$ cat config.mk
export PLATFORM = sky130hd
export DESIGN_NAME = ccs_sched
export DESIGN_NICKNAME = d
export VERILOG_FILES = /design/src/rtl/ccs_pkg.sv /design/src/rtl/ccs_mode_fsm.sv /design/src/rtl/ccs_calc_track.sv /design/src/rtl/ccs_release.sv /design/src/rtl/ccs_sched.sv
export SDC_FILE = /design/constraint.sdc
export NUM_CORES = 1
export LEC_CHECK = 0
export BUFFER_PORTS_ARGS = -buffer_cell sky130_fd_sc_hd__clkbuf_2
export CORE_ASPECT_RATIO = 1.1
export CORE_MARGIN = 2
export CORE_UTILIZATION = 50
export CTS_CLUSTER_DIAMETER = 120
export DETAILED_ROUTE_END_ITERATION = 8
export PLACE_DENSITY_LB_ADDON = 0.08
export SYNTH_ARGS = -nofsm -noshare
export SYNTH_HDL_FRONTEND = slang
export SYNTH_SLANG_ARGS = --single-unit
export TNS_END_PERCENT = 50
$ cat constraint.sdc
create_clock -name clk -period 4.18 [get_ports clk]
set_input_delay 0.627 -clock clk [delete_from_list [all_inputs] [get_ports clk]]
set_output_delay 0.627 -clock clk [all_outputs]
set_load 0.01 [all_outputs]
$ cat src/rtl/ccs_pkg.sv
package ccs_pkg;

    typedef enum logic [1:0] {
        CSM_STANDBY = 2'd0,
        CSM_NOSYNC  = 2'd1,
        CSM_SYNC    = 2'd2,
        CSM_RSVD    = 2'd3
    } csm_mode_e;

    typedef enum logic [1:0] {
        SR_WITHIN  = 2'd0,
        SR_EXCEEDS = 2'd1,
        SR_MISSING = 2'd2
    } sync_res_e;

    typedef enum logic [1:0] {
        PH_IDLE = 2'd0,
        PH_WAIT = 2'd1,
        PH_RUN  = 2'd2
    } phase_e;

    function automatic logic is_standby(input logic [1:0] m);
        return (m == CSM_STANDBY) || (m == CSM_RSVD);
    endfunction

    function automatic logic is_even_start(input logic prev_par, input logic cur_par);
        return prev_par && !cur_par;
    endfunction

endpackage

$ cat src/rtl/ccs_mode_fsm.sv
module ccs_mode_fsm
    import ccs_pkg::*;
(
    input  logic       clk,
    input  logic       rst,
    input  logic [1:0] mode_i,
    input  logic       cold_i,
    input  logic       integ_i,
    output logic       run_o,
    output logic       stby_o,
    output logic       own_incl_o
);

    phase_e phase_q;

    assign stby_o = is_standby(mode_i);

    always_ff @(posedge clk) begin
        if (rst) begin
            phase_q <= PH_IDLE;
        end else if (stby_o) begin
            phase_q <= PH_IDLE;
        end else begin
            case (phase_q)
                PH_IDLE: phase_q <= PH_WAIT;
                PH_WAIT: if (cold_i || integ_i) phase_q <= PH_RUN;
                PH_RUN:  phase_q <= PH_RUN;
                default: phase_q <= PH_IDLE;
            endcase
        end
    end

    assign run_o      = (phase_q == PH_RUN);
    assign own_incl_o = run_o && (mode_i == CSM_SYNC);

endmodule

$ cat src/rtl/ccs_calc_track.sv
module ccs_calc_track #(
    parameter int DW = 2
) (
    input  logic          clk,
    input  logic          rst,
    input  logic          flush_i,
    input  logic          arm_i,
    input  logic          done_i,
    input  logic          dline_i,
    input  logic          rel_i,
    input  logic [DW-1:0] data_i,
    output logic          start_o,
    output logic          busy_o,
    output logic          pend_o,
    output logic          miss_o,
    output logic [DW-1:0] stash_o
);

    logic accept;

    assign accept = busy_o && done_i;
    assign miss_o = busy_o && dline_i && !done_i && !flush_i;

    always_ff @(posedge clk) begin
        if (rst || flush_i) begin
            start_o <= 1'b0;
            busy_o  <= 1'b0;
            pend_o  <= 1'b0;
        end else begin
            start_o <= arm_i;
            if (arm_i) begin
                busy_o <= 1'b1;
            end else if (busy_o && (done_i || dline_i)) begin
                busy_o <= 1'b0;
            end
            if (accept) begin
                pend_o <= 1'b1;
            end else if (rel_i) begin
                pend_o <= 1'b0;
            end
        end
    end

    always_ff @(posedge clk) begin
        if (rst) begin
            stash_o <= '0;
        end else if (accept && !flush_i) begin
            stash_o <= data_i;
        end
    end

endmodule

$ cat src/rtl/ccs_release.sv
module ccs_release #(
    parameter int MW  = 16,
    parameter int RW  = 12,
    parameter int NOM = 1000
) (
    input  logic          clk,
    input  logic          rst,
    input  logic          nit_i,
    input  logic          stby_i,
    input  logic          opend_i,
    input  logic [1:0]    ostash_i,
    input  logic          rpend_i,
    input  logic [RW-1:0] rstash_i,
    input  logic          omiss_i,
    input  logic          rmiss_i,
    output logic          orel_o,
    output logic          rrel_o,
    output logic [1:0]    sync_res_o,
    output logic          ofs_rdy_o,
    output logic          rate_rdy_o,
    output logic [MW-1:0] micro_o,
    output logic          err_o
);

    localparam logic [MW-1:0] NOM_W = MW'(NOM);
    localparam int            XW    = MW + 1 - RW;

    logic              miss_q;
    logic signed [MW:0] sum;

    assign orel_o = nit_i && !stby_i && opend_i;
    assign rrel_o = nit_i && !stby_i && rpend_i;
    assign sum    = $signed({1'b0, NOM_W}) + $signed({{XW{rstash_i[RW-1]}}, rstash_i});

    always_ff @(posedge clk) begin
        if (rst) begin
            miss_q     <= 1'b0;
            err_o      <= 1'b0;
            ofs_rdy_o  <= 1'b0;
            rate_rdy_o <= 1'b0;
            sync_res_o <= 2'd0;
            micro_o    <= NOM_W;
        end else begin
            miss_q     <= miss_q | omiss_i | rmiss_i;
            ofs_rdy_o  <= orel_o;
            rate_rdy_o <= rrel_o;
            if (nit_i)  err_o      <= miss_q;
            if (orel_o) sync_res_o <= ostash_i;
            if (rrel_o) micro_o    <= sum[MW-1:0];
        end
    end

endmodule

$ cat src/rtl/ccs_sched.sv
module ccs_sched
    import ccs_pkg::*;
#(
    parameter int MW  = 16,
    parameter int RW  = 12,
    parameter int NOM = 1000
) (
    input  logic          clk,
    input  logic          rst,
    input  logic [1:0]    mode_i,
    input  logic          cold_i,
    input  logic          integ_i,
    input  logic          cyc_par_i,
    input  logic          static_end_i,
    input  logic          nit_i,
    input  logic          ofs_phase_i,
    input  logic          ofs_done_i,
    input  logic [1:0]    ofs_res_i,
    input  logic          rate_done_i,
    input  logic [RW-1:0] rate_val_i,
    output logic          ofs_start_o,
    output logic          rate_start_o,
    output logic          own_incl_o,
    output logic [1:0]    sync_res_o,
    output logic          ofs_rdy_o,
    output logic          rate_rdy_o,
    output logic [MW-1:0] micro_cyc_o,
    output logic          dline_err_o
);

    logic          run, stby, par_q, even_start;
    logic          arm_ofs, arm_rate;
    logic          o_busy, o_pend, o_miss, o_rel;
    logic          r_busy, r_pend, r_miss, r_rel;
    logic [1:0]    o_stash;
    logic [RW-1:0] r_stash;

    ccs_mode_fsm u_fsm (
        .clk        (clk),
        .rst        (rst),
        .mode_i     (mode_i),
        .cold_i     (cold_i),
        .integ_i    (integ_i),
        .run_o      (run),
        .stby_o     (stby),
        .own_incl_o (own_incl_o)
    );

    always_ff @(posedge clk) begin
        if (rst) par_q <= 1'b0;
        else     par_q <= cyc_par_i;
    end

    assign even_start = is_even_start(par_q, cyc_par_i);
    assign arm_ofs    = run && static_end_i && !stby;
    assign arm_rate   = arm_ofs && cyc_par_i;

    ccs_calc_track #(.DW(2)) u_ofs (
        .clk     (clk),
        .rst     (rst),
        .flush_i (stby),
        .arm_i   (arm_ofs),
        .done_i  (ofs_done_i),
        .dline_i (ofs_phase_i),
        .rel_i   (o_rel),
        .data_i  (ofs_res_i),
        .start_o (ofs_start_o),
        .busy_o  (o_busy),
        .pend_o  (o_pend),
        .miss_o  (o_miss),
        .stash_o (o_stash)
    );

    ccs_calc_track #(.DW(RW)) u_rate (
        .clk     (clk),
        .rst     (rst),
        .flush_i (stby),
        .arm_i   (arm_rate),
        .done_i  (rate_done_i),
        .dline_i (even_start),
        .rel_i   (r_rel),
        .data_i  (rate_val_i),
        .start_o (rate_start_o),
        .busy_o  (r_busy),
        .pend_o  (r_pend),
        .miss_o  (r_miss),
        .stash_o (r_stash)
    );

    ccs_release #(.MW(MW), .RW(RW), .NOM(NOM)) u_rel (
        .clk        (clk),
        .rst        (rst),
        .nit_i      (nit_i),
        .stby_i     (stby),
        .opend_i    (o_pend),
        .ostash_i   (o_stash),
        .rpend_i    (r_pend),
        .rstash_i   (r_stash),
        .omiss_i    (o_miss),
        .rmiss_i    (r_miss),
        .orel_o     (o_rel),
        .rrel_o     (r_rel),
        .sync_res_o (sync_res_o),
        .ofs_rdy_o  (ofs_rdy_o),
        .rate_rdy_o (rate_rdy_o),
        .micro_o    (micro_cyc_o),
        .err_o      (dline_err_o)
    );

endmodule

### Yosys cells after proc, flatten, opt, wreduce, memory -nomap -nowiden

Index checks and enable logic that the tools add are counted.

* bits in registers: 45
* output and inout bits: 24
* logic and storage cells: 70

* add/subtract/negate cells: 1
* equality and inequality tests: 5
* multiplexer cells: 10
* bitwise operators: 2
* reduce and logical (&&, ||, !) cells: 36

Operators by type and width (count)
* logical AND 1 bit: 20
* adder 11 x 12 -> 13 bit, first input constant: 1
* 2-to-1 mux 1 bit: 8
* nonzero test 2 bit: 4
* equality test 2 bit, second input constant: 3
* one-hot mux 2 bit (3 select lines): 1
* logical OR 1 bit: 5
* logical NOT 1 bit: 4
* logical NOT 2 bit: 2
* equality test 2 x 1 -> 1 bit, second input constant: 1
* 2-to-1 mux 2 bit: 1
* inequality test 2 x 1 -> 1 bit, second input constant: 1
* OR 1 bit: 2
* OR reduction 2 bit: 1

### Logic depth before layout (Yosys ltp)

Gate-level depths: netlist of the first run.

* depth after elaboration: 7
* gate-level depth with buffers: 6

### Modules after synthesis

A second synthesis of the first run with hierarchy kept.

* cells, all modules: 199
* area, all modules: 1968.1 sq um

Modules (own cells, without submodules)
* ccs_release: instances 1, cells each 93, area each 860.8 sq um, sequential area each 380.4 sq um
* ccs_calc_track (u_rate): instances 1, cells each 64, area each 673.1 sq um, sequential area each 300.3 sq um
* ccs_calc_track (u_ofs): instances 1, cells each 20, area each 209.0 sq um, sequential area each 100.1 sq um
* ccs_mode_fsm: instances 1, cells each 17, area each 172.7 sq um, sequential area each 40.0 sq um
* ccs_sched: instances 1, cells each 5, area each 52.6 sq um, sequential area each 20.0 sq um

### Worst setup path before layout of the first run

Ideal clock, no wire load.

* kind: input-to-reg
* from: in mode_i[0]
* to: reg u_rel.micro_o[8]
* data arrival time: 1713 ps
* data required time: 4054 ps
* slack: 2341 ps
* stages: 6
* cell sequence: inv_1 ha_1 nand3b_1 buf_2 nor4b_1 nor3_1

* cells in the longest elaborated chain, start to end: 5

Ends and longest elaborated chain
* from (decl): line ccs_sched.sv:10 `input logic [1:0] mode_i,`
* equality test 2 bit or logical NOT 2 bit (tied branches): line ccs_pkg.sv:23 `return (m == CSM_STANDBY) || (m == CSM_RSVD);`
* logical OR 1 bit (*): line ccs_pkg.sv:23
* logical NOT 1 bit (*): line ccs_release.sv:32 `assign rrel_o = nit_i && !stby_i && rpend_i;`
* logical AND 1 bit (*) (2 in series): line ccs_release.sv:32
* to (signal assigned): line ccs_release.sv:49 `if (rrel_o) micro_o <= sum[MW-1:0];`
* to (decl): line ccs_release.sv:21 `output logic [MW-1:0] micro_o,`

Mark *: on every way between the ends. The rest lies on a longest branch, timed or not.
A chain may end at the register's enable or synchronous reset.

### Worst setup path after layout of the first run

* from: in mode_i[0]
* to: reg u_rel.micro_o[9]

The elaborated chain is that of the path after synthesis.

==> flow_summary.toml, run 1 <==
[timing]
post-route-min-period_ns = 2.02
setup_viol_count_final = 0
rsz0062_at_grt = "no"
timing.max_slew.rel_slack_pct = 47.1
fmaxAchievable_mhz = 496
whs_ns = 0.465
post-route-period-util_pct = 48.3
setup_total_negative_slack_ns = 0
timing.final.hold_violations = 0
timing_worst_slew_pin_value_ns = 0.794
clock_skew_ns = 0.00989
report.final.slew_viol_count = 0

[detailed_routing]
number_of_vias_per_cell_after_detailed_routing = 5.28
routed_wire_length_per_instance_um = 12.5
finalWirelength_mm = 3.46
detailroute.via_count = 1456
ant_nets = 0
detail_route.first_pass.iterations = 4
initialDrtViolationCount = 44
drc = 0

[synth]
combinational_family_with_the_most_area_after_synthesis = "simple AND/OR/NAND/NOR gates"
synth-compound-area-share_pct = 11.1
synth.avg_cell_area_um2 = 9.74
sequential_cell_area_fraction_in_the_yosys_report_pct = 47.2
mappedNetlistNets = 214
synth.lib_cells_used.distinct = 42
synth_area_um2 = 1780
synth-edff-count = 0
synthSimpleGateAreaFrac_pct = 21.3
multiplexer_share_of_the_synthesized_area_pct = 11.2
synth.ff_latch_count = 42
yosys_warnings = 0
async_flop_share_pct = 0
synth_xor_area_share_pct = 0.982
post_synth_fa_ha_maj_area_fraction_pct = 3.51
postSynthCellCount = 183
synth-main-ff-cell = "dfxtp_1"

[setup_path]
cpLargestDelayFamily = "compound AO/OA/AOI/OAI gates"
crit_buf_inv = 2
critPathLaunchType = "input pin"
path_class = "input pin to flip-flop"
crit_required_ns = 4.41
crit_path_max_delay_cell_type = "a2111oi_0"
path_max_fanout = 15
timing.critical_path.cells = "clkbuf_2, inv_1, ha_1, nand3b_1, a2111oi_0, a311oi_1"
arrival_ns = 2.24
critical-path-max-stage-delay_ns = 0.54
endpoint_kind = "flip-flop"

[clocking]
cts_buffer_depth = 2
clock_latency_ns = 0.35
tritoncts = "yes"
cts_max_level = 2
tritoncts_num_sinks = 42
holdBufCountCts = 0
post_cts.resized_instances = 0
numCtsBuffers = 5
cts_setup_buffers = 0
cts.clk_slew.worst_paths_ns = 0.13
clk_root_buffer_cell = "clkbuf_4"

[global_route]
grt_first_pass_wirelength_mm = 5.75
first_global_vias = 1369
grt-ovfl-total = 0
grt_antenna_before_repair = 0
grt.total_usage_pct = 18.9
largest_net_degree_at_the_start_of_global_routing = 43

[finish]
insertedDiodeCount = 0
ratio_of_cells_with_drive_above_1_in_the_final_layout_pct = 28.1
most_common_cell_after_layout_fill_and_taps_aside = "clkbuf_2"
mostFrequentLayoutCells = "clkbuf_2 (49), dfxtp_1 (42), nor2_1 (25), mux2i_1 (20), nand2_1 (13)"
finalNetCount = 258
area_growth_pct = 19.9
postLayoutCoreUtil_pct = 63.1
fillers = 298
final_instance_area_um2 = 2140

[floorplanning]
dieHeight_um = 66.6
die_width_um = 60.9
pin_count = 50
initial_utilization_pct = 52.7
core_area_um2 = 3390
design.die.area_um2 = 4060
cell_row_count = 22

[power]
p_leak_nw = 0.997
seq_power_share_pct = 52.3
power.density_cell_area_nw_per_um2 = 362
power.net_switching_w = 0.000151
internal_w = 0.000623
power_frac_clock_pct = 42.9
p_comb_share_pct = 4.8
power.share.switching_pct = 19.5
ir_worst_vdd_mv = 0.252

[hold_path]
timing.hold.worst.class = "flip-flop to flip-flop"

[flow_run]
max_cap_viol_count = 0

[placed_design]
post_dp_cell_area_um2 = 2030
gp_congestion = 0.792
dpl.hpwl_mm = 2.54
number_of_input_and_output_port_buffers_inserted = 49

[outcome]
run_status = "complete, no violations"
## routing by layer
metal  share of wire (%)  track usage (%)  up-vias  wire length (µm)
li1                    -                -      726                 -
met5                   0                0        -                 0
met4                 1.4             9.78        0                48
met2                  48             31.7       33              1650
met3                 3.9             4.47        5               136
met1                  47             21.9      692              1620
## sequential cells by signal, summed over array words and instances (netlist names)
name / cells
u_rel.micro_o: 13
u_rate.pend_o: 1
u_fsm.phase_q: 2
par_q: 1
u_rate.stash_o: 12
u_rate.busy_o: 1
u_rate.start_o: 1
u_rel.rate_rdy_o: 1
u_rel.err_o: 1
u_rel.ofs_rdy_o: 1
u_ofs.start_o: 1
u_rel.miss_q: 1
u_rel.sync_res_o: 2
u_ofs.busy_o: 1
u_ofs.stash_o: 2
u_ofs.pend_o: 1
## path summary, 6_finish.rpt
path,cells past startpoint,startpoint,slack (ns),endpoint
worst min register to register,2,u_rate.stash_o[0],0.47,u_rel.micro_o[0]
worst max-delay path,6,mode_i[0],2.16,u_rel.micro_o[9]
worst max register to register,3,u_rate.pend_o,2.63,u_rel.micro_o[9]
worst min-delay path,2,u_rate.stash_o[0],0.47,u_rel.micro_o[0]
## synthesized netlist by cell type, drive strengths merged (2+ instances only)
cell type	n	area share (%)
dfxtp	42	47
nor2	25	5.3
mux2i	20	11
nand2	13	2.7
a21oi	11	3.1
buf	8	2.6
inv	6	1.3
nand3b	6	2.5
nor3	6	1.7
nor3b	6	2.5
ha	5	3.5
clkbuf	4	0.91
a2111oi	3	2.5
a211o	2	0.98
nand2b	2	0.70
nor4	2	0.70
## through the flow
stage                     instances  setup WS (ns)  power [W]
after floorplan                 183           2.34   0.000434
after global placement          268           1.87   0.000448
after detailed placement        268           1.79   0.000451
after CTS                       276           2.16   0.000779
after global routing            276           2.01   0.000800
final                           276           2.16   0.000773
## area by class of cell
cell class / instances / area, µm² / area share, %
multi-input cells: 123 / 857 / 40.1
clock inverters: 2 / 60.1 / 2.81
inverters: 6 / 22.5 / 1.05
repair buffers: 49 / 245 / 11.5
well taps: 48 / 60.1 / 2.81
clock buffers: 6 / 51.3 / 2.40
flip-flops and latches: 42 / 841 / 39.3
## kinds of logic after synthesis
family,count (synthesis)
compound gates,25
xor+xnor,2
fa+ha+maj,5
buf+inv,18
flops,42
mux,20
simple gates,71
## power groups by stage
stage | Sequential (W) | Combinational [W] | Clock (W)
finish | 0.000405 | 0.0000374 | 0.000331
CTS | 0.000405 | 0.0000380 | 0.000337
floorplan | 0.000413 | 0.0000210 | 0
global placement | 0.000413 | 0.0000353 | 0
detailed placement | 0.000414 | 0.0000378 | 0
global route | 0.000405 | 0.0000414 | 0.000354
## worst register-to-register path, stage by stage, from the launching register on
cell and delay, ns:
dfxtp_1 0.38, nand3b_1 0.43, a2111oi_0 0.55, a311oi_1 0.08
Power figures use the tool's default switching activity.
==> run 2, diff against run 1 <==
- ABC_AREA: unset -> 1
- CORE_UTILIZATION: 50 -> 45
- clock period: 4.18 -> 1.75 ns (I/O delays scaled with it)
==> run 2 against run 1 <==
Against the previous run: clock skew about the same; final area decreased by 3.6%; combinational power increased by 140%; total power increased by 130%; synthesized cell count increased by 21%; register-to-register slack got worse by 2.2 ns; sequential share of layout area increased by 1.5 points; largest cell class is now registers; highest routed layer unchanged.
==> flow_summary.toml, run 2 <==
[finish]
multiInputGateArea_um2 = 678
fillers = 376
mostFrequentLayoutCells = "clkbuf_2 (49), dfxtp_1 (42), nand2_1 (36), o21ai_0 (30), nor2_1 (29)"
finalNetCount = 302
ratio_of_cells_with_drive_above_1_in_the_final_layout_pct = 23.2
most_common_cell_after_layout_fill_and_taps_aside = "clkbuf_2"
largest_register_ffs = 13
layout.area.seq_um2 = 841
insertedDiodeCount = 0
top_register = "u_rel.micro_o"
final_instance_area_um2 = 2060
area_growth_pct = 22.6
largest_registers = "u_rel.micro_o (13), u_rate.stash_o (12)"
postLayoutCoreUtil_pct = 56.8

[global_route]
largest_net_degree_at_the_start_of_global_routing = 20
grt_antenna_before_repair = 0
grt_first_pass_wirelength_mm = 5.84
first_global_vias = 1398
grt.total_usage_pct = 17.7
grt-ovfl-total = 0

[synth]
yosys_warnings = 0
sequential_cell_area_fraction_in_the_yosys_report_pct = 50.0
synth.top_cells.by_count = "dfxtp_1 (42), nand2_1 (36), o21ai_0 (30)"
postSynthCellCount = 221
synth_largest_type_area_fraction_pct = 50.0
synth.lib_cells_used.distinct = 19
synth.ff_latch_count = 42
synth_area_um2 = 1680
synth-edff-count = 0
synth.avg_cell_area_um2 = 7.60
mappedNetlistNets = 252
async_flop_share_pct = 0
synth-main-ff-cell = "dfxtp_1"
synth_largest_area_cell = "dfxtp_1"
synth.area.top_cells = "dfxtp_1 (50%), o21ai_0 (8.9%), nand2_1 (8.0%)"
synth_most_common_cell = "dfxtp_1"

[detailed_routing]
number_of_vias_per_cell_after_detailed_routing = 4.60
initialDrtViolationCount = 64
detail_route.first_pass.iterations = 4
detailroute.via_count = 1482
ant_nets = 0
routed_wire_length_per_instance_um = 10.6
drc = 0
finalWirelength_mm = 3.43

[setup_path]
worst_r2r_startpoint = "u_rate.stash_o[3]"
path_max_fanout = 18
endpoint_kind = "flip-flop"
rr_worst_depth = 7
ff_to_ff_setup_slack_ns = 0.42
critical_path.startpoint = "mode_i[0]"
critPathLaunchType = "input pin"
arrival_ns = 1.60
path_class = "input pin to flip-flop"
crit_required_ns = 1.95

[clocking]
cts_setup_buffers = 0
clk_root_buffer_cell = "clkbuf_8"
tritoncts_num_sinks = 42
clock_latency_ns = 0.30
post_cts.resized_instances = 0
holdBufCountCts = 0
cts.clk_slew.worst_paths_ns = 0.07
cts_buffer_depth = 2
cts_max_level = 2
numCtsBuffers = 5
tritoncts = "yes"

[power]
total_power_w = 0.00180
ir_worst_vdd_mv = 0.414
internal_w = 0.00143
power.density_cell_area_nw_per_um2 = 875
power.net_switching_w = 0.000376
p_comb_share_pct = 5.0
power_frac_clock_pct = 41.4
power.share.switching_pct = 20.9
p_leak_nw = 0.961
seq_power_share_pct = 53.6

[timing]
clock_skew_ns = 0.00983
fmaxAchievable_mhz = 714
rsz0062_at_grt = "no"
timing.max_slew.rel_slack_pct = 68.8
setup_total_negative_slack_ns = 0
setup_viol_count_final = 0
report.final.slew_viol_count = 0
post-route-period-util_pct = 80.0
timing_worst_slew_pin_value_ns = 0.467
layout_setup_ws_ns = 0.350
timing.final.hold_violations = 0
post-route-min-period_ns = 1.40

[outcome]
run_status = "complete, no violations"

[hold_path]
timing.hold.worst.class = "input pin to flip-flop"
hold_start = "ofs_phase_i"
worst_hold_path.num_cells = 2

[floorplanning]
pin_count = 50
die_width_um = 62.3
dieHeight_um = 68.1
design.die.area_um2 = 4240
cell_row_count = 23
initial_utilization_pct = 46.3
core_area_um2 = 3630

[placed_design]
number_of_input_and_output_port_buffers_inserted = 49
gp_congestion = 0.742
place_worst_setup_slack_ns = 0.0598
post_dp_cell_area_um2 = 1950
dpl.hpwl_mm = 2.57

[flow_run]
max_cap_viol_count = 0
==> run 2: cell count changes in the layout (fill, tap and decap cells not counted), moves of 3 or more <==
cell and change:
nand3b_1 -6, nor3_1 -5, nand2_1 +23, clkbuf_8 +4, inv_1 +21, nor2_1 +4, nand3_1 +6, nor3b_1 -6
a21oi_1 +15, mux2i_1 -20, o21ai_0 +29, inv_2 +3, clkbuf_4 -5
==> run 2: area by class of cell <==
cell class                 count  share of cell area [%]
clock buffer                   7                    3.70
clock inverter                 1                    1.46
inverter                      30                    5.46
multi-input combinational    141                    32.9
sequential                    42                    40.8
tap                           50                    3.04
timing repair buffer          51                    12.6
==> run 2: kinds of logic (layout without fill, tap and decap cells) <==
logic type | count (synthesis) | after routing | share of synthesized area (%)
buffers and inverters | 38 | 89 | 9.61
AOI/OAI and AO/OA | 59 | 59 | 18.0
adders and majority gates | 5 | 5 | 3.72
and+or+nand+nor | 77 | 77 | 18.6
DFF | 42 | 42 | 50.0
==> run 2: path summary, 6_finish.rpt <==
path / endpoint
worst max register to register: u_rel.micro_o[11]
worst min-delay path: u_ofs.busy_o
worst min register to register: u_rel.sync_res_o[1]
worst max-delay path: u_rel.micro_o[10]
==> run 2: power groups by stage <==
stage                     registers [W]   logic, W  clock network, W
final                          0.000966  0.0000902          0.000748
after global routing           0.000967   0.000106          0.000802
after CTS                      0.000966  0.0000920          0.000760
after detailed placement       0.000989  0.0000910                 0
after global placement         0.000989  0.0000900                 0
after floorplan                0.000989  0.0000464                 0
==> run 2: worst max-delay path: stages <==
cell and delay, ns:
clkbuf_2 0.08, inv_1 0.03, ha_1 0.37, inv_2 0.11
nand3_2 0.28, inv_2 0.27, nand3_1 0.10, nand2_1 0.06
inv_1 0.03
==> run 2: layer usage <==
metal	up-vias	wire length (µm)	share of wire (%)	global-route usage (%)
li1	802	-	-	-
met1	633	1610	47	20.3
met2	41	1550	45	31.1
met3	6	205	6.0	5.59
met4	0	55	1.6	7.50
met5	-	0	0	0
==> run 2: through the flow <==
step / instances / hold WS [ns]
after floorplan: 221 / 0.356
after global placement: 314 / 0.438
after detailed placement: 314 / 0.442
after CTS: 322 / 0.169
after global routing: 322 / 0.181
final: 322 / 0.172
==> run 3, diff against run 2 <==
- ABC_AREA: 1 -> 0
- CORE_UTILIZATION: 45 -> 46
- clock period: 1.75 -> 1.15 ns (I/O delays scaled with it)
==> run 3 against run 2 <==
Against the previous run: the flow now finishes with violations (negative setup slack); sequential cell count unchanged; sequential share of layout area is 7.6 points lower; clock skew shrank 0.0019 ns; critical endpoint is now u_rel.micro_o[11]; largest cell class is now multi-input gates; largest power group unchanged.
==> flow_summary.toml, run 3 (same netlist as run 1, synthesis figures left out) <==
[clocking]
cts.clk_slew.worst_paths_ns = 0.08
tritoncts = "yes"
numCtsBuffers = 5
cts_max_level = 2
tritoncts_num_sinks = 42
clk_root_buffer_cell = "clkbuf_8"
clock_latency_ns = 0.29
cts_buffer_depth = 2
holdBufCountCts = 0

[finish]
insertedDiodeCount = 0
top_register = "u_rel.micro_o"
largest_register_ffs = 13
ratio_of_cells_with_drive_above_1_in_the_final_layout_pct = 46.2
most_common_cell_after_layout_fill_and_taps_aside = "clkbuf_2"
mostFrequentLayoutCells = "clkbuf_2 (47), dfxtp_1 (37), buf_4 (30), nor2_1 (25), mux2i_1 (19)"
non_filler_instance_count_after_layout = 312
fillers = 312
largest_registers = "u_rel.micro_o (13), u_rate.stash_o (12)"
area_growth_pct = 44.3
multiInputGateArea_um2 = 983
layout.area.seq_um2 = 855
finalNetCount = 292

[floorplanning]
cell_row_count = 23
pin_count = 50
dieHeight_um = 69.3
design.die.area_um2 = 4390
initial_utilization_pct = 48.4
die_width_um = 63.4
core_area_um2 = 3680

[detailed_routing]
finalWirelength_mm = 4.24
number_of_vias_per_cell_after_detailed_routing = 5.03
initialDrtViolationCount = 35
routed_wire_length_per_instance_um = 13.6
ant_nets = 0
drc = 0
detail_route.first_pass.iterations = 4
detailroute.via_count = 1568

[timing]
timing.max_slew.rel_slack_pct = 74.2
fmaxAchievable_mhz = 716
timing.final.hold_violations = 0
setup_viol_count_final = 10
post-route-period-util_pct = 121
clock_skew_ns = 0.00790
post-route-min-period_ns = 1.40
timing_worst_slew_pin_value_ns = 0.385
rsz0062_at_grt = "yes"
layout_setup_ws_ns = -0.246
report.final.slew_viol_count = 0

[flow_run]
max_cap_viol_count = 0

[global_route]
grt-ovfl-total = 0
grt_antenna_before_repair = 0
grt.total_usage_pct = 20.3
grt_first_pass_wirelength_mm = 7.00
largest_net_degree_at_the_start_of_global_routing = 20
first_global_vias = 1590

[power]
ir_worst_vdd_mv = 0.803
power.density_cell_area_nw_per_um2 = 1040
internal_w = 0.00205
seq_power_share_pct = 55.1
p_comb_share_pct = 7.9
power.share.switching_pct = 23.0
p_leak_nw = 1.20
power_frac_clock_pct = 37.0
power.net_switching_w = 0.000613

[placed_design]
dpl.hpwl_mm = 3.26
place_inst = 301
place_worst_setup_slack_ns = -0.471
gp_congestion = 0.756
number_of_input_and_output_port_buffers_inserted = 49

[setup_path]
crit_required_ns = 1.32
path_max_fanout = 3
path_class = "flip-flop to flip-flop"
arrival_ns = 1.57
endpoint_kind = "flip-flop"
critPathLaunchType = "flip-flop"

[outcome]
violated_checks = "negative setup slack"
run_status = "finished with violations"

[hold_path]
timing.hold.worst.class = "input pin to flip-flop"
run 3: changes by cell type in the layout (fill, tap and decap cells not counted), moves of 5 or more:
| cell | change |
|---|---|
| nand3_1 | -6 |
| dfxtp_1 | -5 |
| mux2i_1 | +19 |
| nand3b_1 | +6 |
| nand2_1 | -23 |
| o21ai_0 | -30 |
| inv_1 | -24 |
| nor3b_1 | +5 |
| buf_4 | +28 |
| a21oi_1 | -15 |
run 3: power by group through the flow:
| stage | clock, W | combinational (W) | sequential, W |
|---|---|---|---|
| after floorplan | 0 | 0.0000837 | 0.00150 |
| after global placement | 0 | 0.000174 | 0.00150 |
| after detailed placement | 0 | 0.000183 | 0.00150 |
| after CTS | 0.00102 | 0.000194 | 0.00147 |
| after global routing | 0.00109 | 0.000232 | 0.00147 |
| final | 0.000988 | 0.000211 | 0.00147 |
run 3: routing by layer:
layer	share of wire [%]	track usage, %
met3	3.9	5.52
met1	39	21.6
met4	2.5	9.66
met2	54	36.6
met5	0	0
run 3: worst max-delay path, stage by stage (launching register included):
cell,delay [ns]
dfxtp_4,0.38
ha_4,0.16
or4_4,0.43
o311ai_2,0.22
nand3_1,0.09
run 3: cell type report:
type | count | share of cell area (%)
timing repair buffer | 83 | 21.0
tap | 50 | 2.43
clock inverter | 2 | 0.486
sequential | 42 | 33.2
clock buffer | 6 | 3.21
inverter | 6 | 1.46
multi-input combinational | 123 | 38.2
run 3: stage by stage:
stage,total power [W],instance area (µm²),hold WS (ns),setup TNS [ns],utilization [%]
3_5_place_dp,0.00169,2330,0.417,-8.40,63.1
3_3_place_gp,0.00167,2330,0.401,-7.29,63.1
4_1_cts,0.00268,2490,0.0993,-1.38,67.7
5_1_grt,0.00279,2570,0.107,-2.08,69.8
6_report,0.00267,2570,0.107,-1.30,69.8
2_1_floorplan,0.00159,1850,0.315,-0.780,-
run 3: worst paths after layout:
kind	end	slack, ns	cells past startpoint	startpoint
worst max-delay path	u_rel.micro_o[11]	-0.25	4	u_rate.stash_o[4]
worst min-delay path	u_rate.stash_o[3]	0.11	3	rate_val_i[3]
worst max register to register	u_rel.micro_o[11]	-0.25	4	u_rate.stash_o[4]
worst min register to register	u_rel.micro_o[0]	0.46	2	u_rel.micro_o[0]
run 3: what timing repair did:
| item | 4_1_cts | 5_1_grt |
|---|---|---|
| resized for setup | 17 | 19 |
| pin swaps | 4 | 5 |
| setup buffers | 2 | 1 |
| gates cloned | 0 | 0 |
| endpoints found under the setup margin | 11 | 15 |
